==> src/rtl/pmg_pkg.sv <==
package pmg_pkg;

    typedef enum logic [2:0] {
        PM_RUN  = 3'd0,
        PM_VLPR = 3'd1,
        PM_WAIT = 3'd2,
        PM_VLPW = 3'd3,
        PM_STOP = 3'd4,
        PM_VLPS = 3'd5,
        PM_LLS  = 3'd6,
        PM_VLLS = 3'd7
    } pmode_e;

    typedef enum logic [2:0] {
        CMD_NONE,
        CMD_STOP,
        CMD_WAIT,
        CMD_RUN,
        CMD_WAKE
    } cmd_e;

    localparam logic [1:0] RUNF_NORMAL = 2'b00;
    localparam logic [1:0] RUNF_VLP    = 2'b10;

    localparam logic [2:0] STOPC_NORMAL = 3'b000;
    localparam logic [2:0] STOPC_VLPS   = 3'b010;
    localparam logic [2:0] STOPC_LLS    = 3'b011;
    localparam logic [2:0] STOPC_VLLS   = 3'b100;

    localparam int BIT_VLP  = 5;
    localparam int BIT_LLS  = 3;
    localparam int BIT_VLLS = 1;

    typedef struct packed {
        logic vlp;
        logic lls;
        logic vlls;
    } perm_t;

    typedef struct packed {
        pmode_e     mode;
        logic [1:0] run_f;
    } mstate_t;

endpackage

==> src/rtl/pmg_perm_reg.sv <==
module pmg_perm_reg
    import pmg_pkg::*;
#(
    parameter int DATA_W = 8
) (
    input  logic              clk,
    input  logic              chip_rst_n,
    input  logic              wr_en,
    input  logic [DATA_W-1:0] wdata,
    output perm_t             perm,
    output logic              locked,
    output logic [DATA_W-1:0] rd_view
);

    localparam logic [DATA_W-1:0] KEEP_MASK =
        DATA_W'((1 << BIT_VLP) | (1 << BIT_LLS) | (1 << BIT_VLLS));

    typedef struct packed {
        logic [DATA_W-1:0] bits;
        logic              lock;
    } preg_t;

    preg_t reg_d, reg_q;

    always_comb begin
        reg_d = reg_q;
        if (wr_en && !reg_q.lock) begin
            reg_d.lock = 1'b1;
            reg_d.bits = wdata & KEEP_MASK;
        end
    end

    always_ff @(posedge clk) begin
        if (!chip_rst_n) begin
            reg_q <= '0;
        end else begin
            reg_q <= reg_d;
        end
    end

    assign perm.vlp  = reg_q.bits[BIT_VLP];
    assign perm.lls  = reg_q.bits[BIT_LLS];
    assign perm.vlls = reg_q.bits[BIT_VLLS];
    assign locked    = reg_q.lock;
    assign rd_view   = reg_q.bits;

endmodule

==> src/rtl/pmg_req_sel.sv <==
module pmg_req_sel
    import pmg_pkg::*;
(
    input  logic asleep,
    input  logic stop_req,
    input  logic wait_req,
    input  logic run_wr,
    input  logic wake_req,
    output cmd_e cmd
);

    always_comb begin
        cmd = CMD_NONE;
        if (asleep) begin
            if (wake_req) begin
                cmd = CMD_WAKE;
            end
        end else if (stop_req) begin
            cmd = CMD_STOP;
        end else if (wait_req) begin
            cmd = CMD_WAIT;
        end else if (run_wr) begin
            cmd = CMD_RUN;
        end
    end

endmodule

==> src/rtl/pmg_mode_ctl.sv <==
module pmg_mode_ctl
    import pmg_pkg::*;
(
    input  logic       clk,
    input  logic       chip_rst_n,
    input  logic       warm_rst_n,
    input  perm_t      perm,
    input  cmd_e       cmd,
    input  logic [2:0] stop_code,
    input  logic [1:0] run_code,
    output mstate_t    state,
    output logic       asleep
);

    mstate_t st_d, st_q;
    logic    in_vlp_run;

    assign in_vlp_run = (st_q.mode == PM_VLPR);
    assign asleep     = (st_q.mode != PM_RUN) && (st_q.mode != PM_VLPR);

    always_comb begin
        st_d = st_q;
        unique case (cmd)
            CMD_STOP: begin
                unique case (stop_code)
                    STOPC_NORMAL: st_d.mode = in_vlp_run ? PM_VLPS : PM_STOP;
                    STOPC_VLPS:   if (perm.vlp)  st_d.mode = PM_VLPS;
                    STOPC_LLS:    if (perm.lls)  st_d.mode = PM_LLS;
                    STOPC_VLLS:   if (perm.vlls) st_d.mode = PM_VLLS;
                    default:      st_d = st_q;
                endcase
            end
            CMD_WAIT: begin
                st_d.mode = in_vlp_run ? PM_VLPW : PM_WAIT;
            end
            CMD_RUN: begin
                unique case (run_code)
                    RUNF_NORMAL: begin
                        st_d.mode  = PM_RUN;
                        st_d.run_f = RUNF_NORMAL;
                    end
                    RUNF_VLP: begin
                        if (perm.vlp) begin
                            st_d.mode  = PM_VLPR;
                            st_d.run_f = RUNF_VLP;
                        end
                    end
                    default: st_d = st_q;
                endcase
            end
            CMD_WAKE: begin
                st_d.mode = (st_q.run_f == RUNF_VLP) ? PM_VLPR : PM_RUN;
            end
            default: st_d = st_q;
        endcase
    end

    always_ff @(posedge clk) begin
        if (!chip_rst_n || !warm_rst_n) begin
            st_q <= '{mode: PM_RUN, run_f: RUNF_NORMAL};
        end else begin
            st_q <= st_d;
        end
    end

    assign state = st_q;

endmodule

==> src/rtl/pmg_top.sv <==
module pmg_top
    import pmg_pkg::*;
#(
    parameter int ADDR_W    = 4,
    parameter int DATA_W    = 8,
    parameter int PROT_ADDR = 0,
    parameter int CTRL_ADDR = 1
) (
    input  logic              clk,
    input  logic              chip_rst_n,
    input  logic              warm_rst_n,
    input  logic [ADDR_W-1:0] bus_addr,
    input  logic              bus_we,
    input  logic [DATA_W-1:0] bus_wdata,
    output logic [DATA_W-1:0] bus_rdata,
    input  logic              stop_req,
    input  logic [2:0]        stop_code,
    input  logic              wait_req,
    input  logic              wake_req,
    output logic [2:0]        power_mode
);

    localparam logic [ADDR_W-1:0] PROT_A = ADDR_W'(PROT_ADDR);
    localparam logic [ADDR_W-1:0] CTRL_A = ADDR_W'(CTRL_ADDR);

    logic              hit_prot, hit_ctrl;
    logic              prot_wr, ctrl_wr;
    perm_t             perm_s;
    logic              locked;
    logic [DATA_W-1:0] prot_view;
    logic              asleep;
    cmd_e              cmd;
    mstate_t           mstate;
    logic              unused_wdata_hi;

    assign hit_prot = (bus_addr == PROT_A);
    assign hit_ctrl = (bus_addr == CTRL_A);
    assign prot_wr  = bus_we && hit_prot;
    assign ctrl_wr  = bus_we && hit_ctrl;
    assign unused_wdata_hi = ^bus_wdata[DATA_W-1:2];

    pmg_perm_reg #(
        .DATA_W (DATA_W)
    ) u_perm (
        .clk        (clk),
        .chip_rst_n (chip_rst_n),
        .wr_en      (prot_wr),
        .wdata      (bus_wdata),
        .perm       (perm_s),
        .locked     (locked),
        .rd_view    (prot_view)
    );

    pmg_req_sel u_sel (
        .asleep   (asleep),
        .stop_req (stop_req),
        .wait_req (wait_req),
        .run_wr   (ctrl_wr),
        .wake_req (wake_req),
        .cmd      (cmd)
    );

    pmg_mode_ctl u_mode (
        .clk        (clk),
        .chip_rst_n (chip_rst_n),
        .warm_rst_n (warm_rst_n),
        .perm       (perm_s),
        .cmd        (cmd),
        .stop_code  (stop_code),
        .run_code   (bus_wdata[1:0]),
        .state      (mstate),
        .asleep     (asleep)
    );

    always_comb begin
        bus_rdata = '0;
        if (hit_prot) begin
            bus_rdata = prot_view;
        end else if (hit_ctrl) begin
            bus_rdata[1:0] = mstate.run_f;
        end
    end

    assign power_mode = mstate.mode;

endmodule

==> config.mk <==
export PLATFORM = sky130hd
export DESIGN_NAME = pmg_top
export DESIGN_NICKNAME = d
export VERILOG_FILES = /design/src/rtl/pmg_pkg.sv /design/src/rtl/pmg_perm_reg.sv /design/src/rtl/pmg_req_sel.sv /design/src/rtl/pmg_mode_ctl.sv /design/src/rtl/pmg_top.sv
export SDC_FILE = /design/constraint.sdc
export NUM_CORES = 1
export LEC_CHECK = 0
export BUFFER_PORTS_ARGS = -buffer_cell sky130_fd_sc_hd__buf_4
export CAP_MARGIN = 0
export CORE_MARGIN = 3
export CORE_UTILIZATION = 25
export CTS_BUF_LIST = sky130_fd_sc_hd__clkbuf_4 sky130_fd_sc_hd__clkbuf_8
export DETAILED_ROUTE_END_ITERATION = 6
export MAX_ROUTING_LAYER = met4
export SKIP_CTS_REPAIR_TIMING = 1
export SYNTH_ARGS = -nofsm -noshare
export SYNTH_HDL_FRONTEND = slang
export SYNTH_SLANG_ARGS = --single-unit
export TNS_END_PERCENT = 30
==> constraint.sdc <==
create_clock -name clk -period 3.05 [get_ports clk]
set_input_delay 0.61 -clock clk [delete_from_list [all_inputs] [get_ports clk]]
set_output_delay 0.61 -clock clk [all_outputs]
set_load 0.05 [all_outputs]
======== Yosys cells after proc, flatten, opt, wreduce, memory -nomap -nowiden ========
Index checks and enable logic that the tools add are counted.
operators by class
  equal/unequal tests ..................... 19
  shifts and indexed selects .............. 0
  multiply operators ...................... 0
  div/mod/pow operators ................... 0
  bitwise logic cells ..................... 0
  $lt $le $gt $ge ......................... 0
  muxes and demuxes ....................... 18
  reductions and logical operators ........ 16
  add/subtract/negate cells ............... 0
operators with widths
  kind                                                 count
  one-hot mux 3 bit (4 select lines)                   2
  two-way mux 3 bit                                    7
  != test 3 bit, second input constant                 5
  equality test 3 x 2 -> 1 bit, second input constant  4
  one-hot mux 5 bit (2 select lines)                   1
  AND reduction 7 bit                                  1
  equality test 3 x 1 -> 1 bit, second input constant  2
  equality test 3 bit, second input constant           2
  two-way mux 2 bit                                    3
  two-way mux 5 bit                                    1
  != test 5 bit, second input constant                 1
  equality test 2 bit, second input constant           2
  equality test 4 x 1 -> 1 bit, second input constant  1
  logical AND 1 bit                                    4
  zero test 4 bit                                      1
  two-way mux 4 bit                                    1
  nonzero test 4 bit                                   1
  zero test 1 bit                                      3
  zero test 3 bit                                      1
  two-way mux 1 bit                                    3
  != test 3 x 1 -> 1 bit, second input constant        1
  AND reduction 3 bit                                  1
  nonzero test 3 bit                                   1
  zero test 2 bit                                      1
  3 further kinds                                      3
word-level totals
  latch bits .............................. 0
  logic and storage cells ................. 57
  memories kept ........................... 0
  ROM bits ................................ 0
  RAM bits ................................ 0
  output and inout port bits .............. 11
  register bits after elaboration ......... 9

======== Logic depth before layout (Yosys ltp) ========
  depth after elaboration ................. 9
  depth in mapped cells ................... 5
  depth with buffers taken out ............ 5

======== Hierarchy ========
From an unflattened synthesis, not the netlist that was laid out.
unflattened totals
  cell total of the unflattened synthesis .. 92
  area, all modules ....................... 718.2 um^2
modules (own cells, without submodules)
  module        area an instance (um^2)  instances  cells each
  pmg_mode_ctl  350.3                    1          47
  pmg_perm_reg  217.7                    1          24
  pmg_top       116.4                    1          15
  pmg_req_sel   33.8                     1          6

======== Least setup slack after synthesis ========
Ideal clock, no wire load.
  kind .................................... in2out
  from .................................... input bus_addr[1]
  to ...................................... output bus_rdata[1]
  arrival ................................. 1,689 ps
  required time ........................... 2,440 ps
  slack ................................... 751 ps
  buffers on the path ..................... 0
  stages on the path ...................... 2
  path through ............................ or3_4 > nor2_1
on the way
  cells in the longest elaborated chain, start to end .. 3
ends and longest elaborated chain
  what                          RTL line       text
  start: declaration            pmg_top.sv:12  input logic [ADDR_W-1:0] bus_addr,
  equality test 4 x 1 -> 1 bit  pmg_top.sv:37  assign hit_ctrl = (bus_addr == CTRL_A);
  two-way mux 2 bit             pmg_top.sv:79  end else if (hit_ctrl) begin
  two-way mux 2 bit (*)         pmg_top.sv:77  if (hit_prot) begin
  end: declaration              pmg_top.sv:15  output logic [DATA_W-1:0] bus_rdata,
Every way passes the cells marked *; elsewhere a longest branch is shown, timed or not.

======== Worst setup path in the final report ========
  from .................................... input bus_addr[1]
  to ...................................... output bus_rdata[5]
on the way
  cells in the longest elaborated chain, start to end .. 2
ends and longest elaborated chain
  what               RTL line       text
  zero test 4 bit    pmg_top.sv:36  assign hit_prot = (bus_addr == PROT_A);
  two-way mux 4 bit  pmg_top.sv:77
No other way between the ends.

==> out/qor.txt <==
Clock transition at path regs: 50 ps
Sequential power share: 41.5%
FMAX: 0.438 GHz
Total GRT Usage: 10.5%
# fillers: 245
IO Count: 33
GP Congestion: 0.838
Area delta synth->final: 30.1%
Switching Share: 30.8%
Die Ht: 55.6 µm
Max-Cap Viols: 0
Internal power: 0.180 mW
Final Cycle Share: 74.9%
Tmin final: 2290 ps
DP HPWL: 1230 µm
DRC violations left: 0
Seq/Total Area, Yosys: 26.0%
1st-iter DRT viols: 20
Worst Tran Pin Value: 508 ps
Die X: 55.6 µm
Vias/cell: 4.73
Hold WS: 483 ps
Setup TNS: 0 ps
Detail Route Antenna Nets: 0
DP Area: 778 µm²
Leakage: 0.380 nW
Switch Pwr: 0.0803 mW
Clk network pwr share: 31.6%
WL final: 1510 µm
Data required, critical path: 2440 ps
Area of the core: 2280 µm²
Capturing element type of the critical path: output pin
Most frequent CP cell: buf_4
Outcome: completed
Max Slew Vio Count: 0
PwrDens: 326 nW/µm²
Unique masters post-synth: 28
Slowest cell on the critical path: or3_4
CTS tree: done
Final hold vios: 0
Worst-skew pair later-pin latency: 260 ps
Top-area cell type share of the netlist area: 26.0%
Tot Pwr: 0.261 mW
Clk sinks: 8
Die ar.: 3090 µm²
Hold Crit Class: reg -> reg
Gr ovfl total: 0
#FFs+latches synth: 8
Comb pwr share: 26.8%
Final setup skew: 3.00 ps
Critical path cell sequence: buf_4 > or3_4 > nor2_1 > and2_1 > buf_4
Top cells by area, synth: dfxtp_1, buf_4, mux2i_1
Mapped Avg Cell Area: 7.89 µm²
Synth area leader: dfxtp_1
Synth warnings: 0
Initial Util: 27.0%
VDD IR max: 0.134 mV
ANT cells: 0
Final setup violation count: 0
Synth Instances: 78
DRT Pass-1 Iters: 4
Share of post-route cells with drive strength above 1: 31.0%
Critical path type: in -> out
RSZ-0062 raised after global routing: false
Vias in the first global route: 564
Vias: 606
Crit path DAT: 1680 ps
Largest net degree at the start of global routing: 8
# rows: 17
Routed wire per std cell: 11.8 µm
CP Max Fanout: 4
Synthesized cell area: 616 µm²
Crit-path max cell delay: 410 ps
H-tree Lvls: 1
CTS Buffer Depth: 2
Final instance area: 801 µm²
Clk root buf: clkbuf_4
CTS Buf Count: 3
Port bufs: 23
Global-route wire length before repair: 2460 µm
Initial antenna violation count: 0
Setup crit start kind: input pin
Worst slew margin: 65.6%
Nets: 124
-- synth_stat cells --
library cell	instances
buf_4	8
dfxtp_1	8
nand2_1	6
a21oi_1	5
mux2i_1	5
nor2_1	5
nor2b_1	5
inv_1	4
a31oi_1	3
nor3_1	3
nor3b_1	3
a32oi_1	2
and2_1	2
nand2b_1	2
o21ai_0	2
o22ai_1	2
or2_2	2
a21o_1	1
a21o_2	1
and3_1	1
conb_1	1
nand3b_1	1
nor4_4	1
nor4b_1	1
o221ai_1	1
or3_1	1
or3_4	1
xnor2_1	1
-- layout by cell type (no fill, tap or decap), drive strengths merged, types with 3 or more instances in the layout --
cell type	instances
inv	4
nor2	5
nor3	3
conb	5
mux2i	5
nand2	6
nor3b	3
clkbuf	3
dfxtp	8
a21oi	5
a31oi	3
nor2b	5
buf	23
-- metrics by stage --
| step | utilization, % | worst slack, ps | cells |
|---|---|---|---|
| 2_1_floorplan | - | 751 | 82 |
| 3_3_place_gp | 34.2 | 785 | 125 |
| 3_5_place_dp | 34.2 | 764 | 125 |
| 4_1_cts | 35.2 | 761 | 128 |
| 5_1_grt | 35.2 | 705 | 128 |
| 6_report | 35.2 | 765 | 128 |
-- power by group through the flow --
stage | clock network, mW | logic [mW] | registers (mW)
global route | 0.0924 | 0.0756 | 0.109
finish | 0.0824 | 0.0700 | 0.108
global placement | 0 | 0.0694 | 0.110
floorplan | 0 | 0.0479 | 0.110
detailed placement | 0 | 0.0692 | 0.111
CTS | 0.0861 | 0.0698 | 0.108
-- critical path: cells and delay by family --
family	cells	cell delay, ps
buf+inv	2	300
simple gates	3	770
-- area by class of cell --
cell class              count  area, µm²  share of cell area [%]
multi-input cells          62        395                    49.4
repair buffers             23        173                    21.6
flip-flops and latches      8        160                    20.0
well taps                  28       35.0                    4.38
clock buffers               3       22.5                    2.81
inverters                   4       15.0                    1.88
-- per-layer routing --
| metal | GRT usage, % | vias up | part of all wire (%) |
|---|---|---|---|
| met5 | - | - | 0 |
| met4 | 8.33 | 0 | 2.3 |
| met3 | 1.39 | 4 | 8.4 |
| met2 | 16.0 | 31 | 45 |
| met1 | 12.4 | 261 | 44 |
| li1 | - | 310 | - |
-- sequential cells by signal, summed over array words and instances, names as in the netlist --
register / cells
u_mode.state: 4
u_perm.rd_view: 3
u_perm.locked: 1
-- final timing paths --
path,startpoint,to,slack (ps),depth (start not counted)
worst max register to register,u_mode.state[3]$_SDFFE_PP0P_,u_mode.state[2]$_SDFFE_PP0P_,1410,5
worst max-delay path,bus_addr[1],bus_rdata[5],760,5
worst min-delay path,u_perm.locked$_SDFFE_PN0P_,u_perm.locked$_SDFFE_PN0P_,480,2
worst min register to register,u_perm.locked$_SDFFE_PN0P_,u_perm.locked$_SDFFE_PN0P_,480,2
-- logic make-up (layout without fill, tap and decap cells) --
family	Yosys count	in the layout	synth area share, %
AND/OR/NAND/NOR	34	34	33.9
AO/OA/AOI/OAI	17	17	17.7
buffers and inverters	12	30	12.2
flip-flops	8	8	26.0
multiplexers	5	5	8.13
other	1	5	0.609
XOR/XNOR	1	1	1.42
No activity file was read; power rests on OpenSTA's default activity.
